==> src/rtl/pn9_pkg.sv <==
package pn9_pkg;

  localparam int unsigned PN_LEN   = 9;
  localparam int unsigned PN_TAP_A = 5;

  typedef enum logic {
    DIR_TX = 1'b0,
    DIR_RX = 1'b1
  } pn_dir_e;

  // Sum of the two feedback stages; stage K sits at index K-1.
  function automatic logic pn_tap(input logic [PN_LEN-1:0] st);
    return st[PN_TAP_A-1] ^ st[PN_LEN-1];
  endfunction

  // Whitened bit for one strobe.
  function automatic logic pn_mix(input logic d, input logic [PN_LEN-1:0] st,
                                  input logic on);
    return on ? (d ^ pn_tap(st)) : d;
  endfunction

  // Bit taken into stage 1: line bit on receive, scrambled bit on transmit.
  function automatic logic pn_feed(input pn_dir_e dir, input logic d,
                                   input logic mixed);
    return (dir == DIR_RX) ? d : mixed;
  endfunction

endpackage

==> src/rtl/pn9_shift_reg.sv <==
module pn9_shift_reg #(
  parameter int unsigned LEN = 9
) (
  input  logic           clk,
  input  logic           rst_n,
  input  logic           step,
  input  logic           clear,
  input  logic           feed,
  output logic [LEN-1:0] state
);

  genvar gi;
  generate
    for (gi = 0; gi < LEN; gi++) begin : g_stage
      logic nxt;
      if (gi == 0) begin : g_head
        assign nxt = feed;
      end else begin : g_body
        assign nxt = state[gi-1];
      end
      always_ff @(posedge clk or negedge rst_n) begin
        if (!rst_n)      state[gi] <= 1'b0;
        else if (clear)  state[gi] <= 1'b0;
        else if (step)   state[gi] <= nxt;
      end
    end
  endgenerate

endmodule

==> src/rtl/pn9_mixer.sv <==
module pn9_mixer
  import pn9_pkg::*;
#(
  parameter int unsigned LEN = PN_LEN
) (
  input  logic           din,
  input  logic [LEN-1:0] state,
  input  pn_dir_e        dir,
  input  logic           on,
  output logic           tap_bit,
  output logic           mixed_bit,
  output logic           feed_bit
);

  always_comb begin
    tap_bit   = pn_tap(state);
    mixed_bit = pn_mix(din, state, on);
    feed_bit  = pn_feed(dir, din, mixed_bit);
  end

endmodule

==> src/rtl/pn9_out_reg.sv <==
module pn9_out_reg (
  input  logic clk,
  input  logic rst_n,
  input  logic step,
  input  logic d,
  output logic q
);

  always_ff @(posedge clk or negedge rst_n) begin
    if (!rst_n)    q <= 1'b0;
    else if (step) q <= d;
  end

endmodule

==> src/rtl/pn9_whitener.sv <==
module pn9_whitener
  import pn9_pkg::*;
#(
  parameter int unsigned LEN   = PN_LEN,
  parameter int unsigned TAP_A = PN_TAP_A
) (
  input  logic clk,
  input  logic rst_n,
  input  logic bit_en,
  input  logic rx_mode,
  input  logic whiten_on,
  input  logic din,
  output logic dout
);

  localparam int unsigned TOP_IDX = LEN - 1;

  pn_dir_e        dir;
  logic [LEN-1:0] sr_q;
  logic           tap_bit;
  logic           mixed_bit;
  logic           feed_bit;
  logic           sr_clear;
  logic           strobe;

  assign dir      = pn_dir_e'(rx_mode);
  assign sr_clear = ~whiten_on;
  assign strobe   = bit_en;

  pn9_mixer #(.LEN(LEN)) u_mix (
    .din       (din),
    .state     (sr_q),
    .dir       (dir),
    .on        (whiten_on),
    .tap_bit   (tap_bit),
    .mixed_bit (mixed_bit),
    .feed_bit  (feed_bit)
  );

  pn9_shift_reg #(.LEN(LEN)) u_sr (
    .clk   (clk),
    .rst_n (rst_n),
    .step  (strobe),
    .clear (sr_clear),
    .feed  (feed_bit),
    .state (sr_q)
  );

  pn9_out_reg u_out (
    .clk   (clk),
    .rst_n (rst_n),
    .step  (strobe),
    .d     (mixed_bit),
    .q     (dout)
  );

  initial begin
    if (TAP_A != PN_TAP_A || LEN != PN_LEN || TOP_IDX != LEN - 1)
      $error("pn9_whitener: taps are fixed by pn9_pkg");
  end

endmodule

==> config.mk <==
export PLATFORM = sky130hd
export DESIGN_NAME = pn9_whitener
export DESIGN_NICKNAME = d
export VERILOG_FILES = /design/src/rtl/pn9_pkg.sv /design/src/rtl/pn9_shift_reg.sv /design/src/rtl/pn9_mixer.sv /design/src/rtl/pn9_out_reg.sv /design/src/rtl/pn9_whitener.sv
export SDC_FILE = /design/constraint.sdc
export NUM_CORES = 1
export LEC_CHECK = 0
export ABC_AREA = 1
export BUFFER_PORTS_ARGS = -buffer_cell sky130_fd_sc_hd__buf_2
export CAP_MARGIN = 20
export CORE_MARGIN = 5
export CORE_UTILIZATION = 37
export CTS_BUF_LIST = sky130_fd_sc_hd__clkbuf_4 sky130_fd_sc_hd__clkbuf_8
export CTS_CLUSTER_DIAMETER = 200
export CTS_CLUSTER_SIZE = 40
export DETAILED_ROUTE_END_ITERATION = 12
export PLACE_DENSITY = 0.64
export REMOVE_ABC_BUFFERS = 1
export SLEW_MARGIN = 5
export SYNTH_ARGS = -nofsm -noshare
export SYNTH_HDL_FRONTEND = slang
export SYNTH_HIERARCHICAL = 1
export SYNTH_SLANG_ARGS = --single-unit
==> constraint.sdc <==
create_clock -name clk -period 1.3 [get_ports clk]
set_input_delay 0.26 -clock clk [delete_from_list [all_inputs] [get_ports clk]]
set_output_delay 0.26 -clock clk [all_outputs]
set_load 0.005 [all_outputs]
==> run_results.csv <==
group,metric,value,unit
power_and_ir_drop,p_per_area,1150,nW/um2
flow_run,drv_cap,0,
cts,cts-root-buf,"clkbuf_4",
worst_setup_path,critPathRequiredTime,1.45,ns
global_routing,overflow,0,
detailed_routing,final_antenna_net_count,0,
power_and_ir_drop,p_int,506,uW
logic_synthesis,netlist_instances,59,
timing,maxSlewViolCount,0,
timing,setup_violations,0,
cells_and_area,fin_nets,75,
placed_design,dp_hpwl,619,um
detailed_routing,drtIter0Drc,9,
detailed_routing,wirelength,843,um
power_and_ir_drop,clkPwrFrac,41.9,%
power_and_ir_drop,comb_power_share,8.3,%
worst_setup_path,crit_fanout,4,
worst_setup_path,startpoint_type,"flip-flop",
cells_and_area,drive_gt1_share,20.6,%
timing,max_freq,968,MHz
global_routing,first_global_vias,370,
cts,clkSlewWorstSetupHoldPaths,0.06,ns
power_and_ir_drop,p_leak,0.331,nW
power_and_ir_drop,p_seq_share,49.8,%
floorplanning,ios,7,
min_path,hp-class,"primary input to flip-flop",
floorplanning,core.rowCount,13,
timing,rsz0062_at_grt,"no",
cts,h-tree-depth,1,
timing,finalClockSkew,0.00129,ns
detailed_routing,drc,0,
run_status,outcome,"completed",
placed_design,pre_cts_ws,0.268,ns
logic_synthesis,yosysWarnings,6,
cells_and_area,fill_cells,131,
worst_setup_path,r2r-start,"u_sr/g_stage[5].nxt$_DFFE_PN0P_",
global_routing,grt_pass1_wl,1590,um
floorplanning,die_w,46.1,um
placed_design,place_area,512,um2
worst_setup_path,endpoint_kind,"flip-flop",
timing,final.setup.worst_slack,0.267,ns
timing,slew_headroom,81.4,%
floorplanning,fp.dieH,46.1,um
cells_and_area,fin_area,558,um2
cts,numCtsBuffers,3,
cts,cts.sinks,10,
placed_design,io_buffers,6,
timing,period_minus_slack,1.03,ns
cts,clk_latency,0.26,ns
power_and_ir_drop,swShare,21.5,%
cts,cts_tree,"yes",
worst_setup_path,critPathKind,"flip-flop to flip-flop",
floorplanning,dieArea,2120,um2
placed_design,gp_congestion,0.701,
floorplanning,core_area,1270,um2
worst_setup_path,cp-startpoint,"u_sr/g_stage[5].nxt$_DFFE_PN0P_",
timing,whs,0.347,ns
global_routing,track_usage,10.9,%
power_and_ir_drop,total_power,644,uW
cells_and_area,diodes,0,
timing,hold_violations,0,
detailed_routing,vias,379,
global_routing,antenna_found_initial,0,
detailed_routing,drtPass1Iterations,4,
detailed_routing,viasPerCell,4.57,
cells_and_area,syn_to_final_growth,15.8,%
power_and_ir_drop,switching_power,139,uW
timing,finalSetupTns,0,ns
logic_synthesis,postSynthAreaPerCell,8.16,um2
floorplanning,start_util,38.0,%
timing,tightest_slew,0.279,ns
worst_setup_path,worstPathArrival,1.19,ns
timing,finalCritPeriodShare,79.5,%
global_routing,grt_max_degree,13,
logic_synthesis,syn_area,482,um2
power_and_ir_drop,ir_drop,0.000546,V
min_path,worstHoldStart,"din",
detailed_routing,avgRoutedWirePerCell,10.2,um
cts,cts_buffer_depth,2,
-- worst paths after layout --
kind                       slack, ns  cells past startpoint                         endpoint
min in group asynchronous       0.39                      2  u_sr/g_stage[4].nxt$_DFFE_PN0P_
min reg2reg                     0.47                      2  u_sr/g_stage[7].nxt$_DFFE_PN0P_
min                             0.35                      5              u_out/q$_DFFE_PN0P_
max in group asynchronous       0.73                      2  u_sr/g_stage[5].nxt$_DFFE_PN0P_
max                             0.27                      9  u_sr/g_stage[1].nxt$_DFFE_PN0P_
max reg2reg                     0.27                      9  u_sr/g_stage[1].nxt$_DFFE_PN0P_
-- per-layer routing --
| layer | vias to the layer above | global-route usage (%) | wire length [um] |
|---|---|---|---|
| li1 | 201 | - | - |
| met1 | 169 | 14.6 | 411 |
| met2 | 7 | 14.8 | 373 |
| met3 | 2 | 3.52 | 49 |
| met4 | 0 | 6.82 | 9 |
| met5 | - | 0 | 0 |
-- worst max-delay path: stages, from the launching register on --
cell     delay, ns
dfrtp_1       0.39
inv_1         0.07
nand2_2       0.07
nand3_1       0.06
nand2_1       0.07
nand2_2       0.05
nand2_1       0.05
nand2_1       0.05
nand3_1       0.07
nand2_1       0.05
-- layout make-up --
type	instances	area [um2]	share of cell area (%)
clock buffer	4	36.3	6.50
inverter	7	26.3	4.71
multi-input combinational	40	186	33.4
sequential	10	250	44.8
tap	15	18.8	3.36
timing repair buffer	7	40.0	7.17
-- state kept, by name, indices dropped and copies added (netlist names) --
name,cells
u_out/q,1
u_sr/state,1
u_sr/g_stage.nxt,8
-- through the flow --
stage | instances | utilization, %
6_report | 83 | 44.0
3_3_place_gp | 78 | 40.3
2_1_floorplan | 57 | -
4_1_cts | 83 | 44.0
3_5_place_dp | 78 | 40.3
5_1_grt | 83 | 44.0
-- what timing repair did --
action	4_1_cts	5_1_grt
hold buffers	1	0
buffers inserted	0	0
resized for setup	0	0
endpoints found under the hold margin	10	0
-- cells in the final DEF, fill, tap and decap left out, types with 2 or more instances in the layout --
cell	n
nand3_1	10
inv_1	6
dfrtp_1	10
clkbuf_4	3
buf_2	6
nand2_1	26
nand2_2	2
-- power groups by stage --
stage / logic (mW) / clock network (mW) / registers (mW)
floorplan: 0.0236 / 0 / 0.326
global placement: 0.0523 / 0 / 0.326
detailed placement: 0.0526 / 0 / 0.326
CTS: 0.0553 / 0.280 / 0.321
global route: 0.0623 / 0.299 / 0.321
finish: 0.0538 / 0.270 / 0.321
No activity file was read; power rests on OpenSTA's default activity.
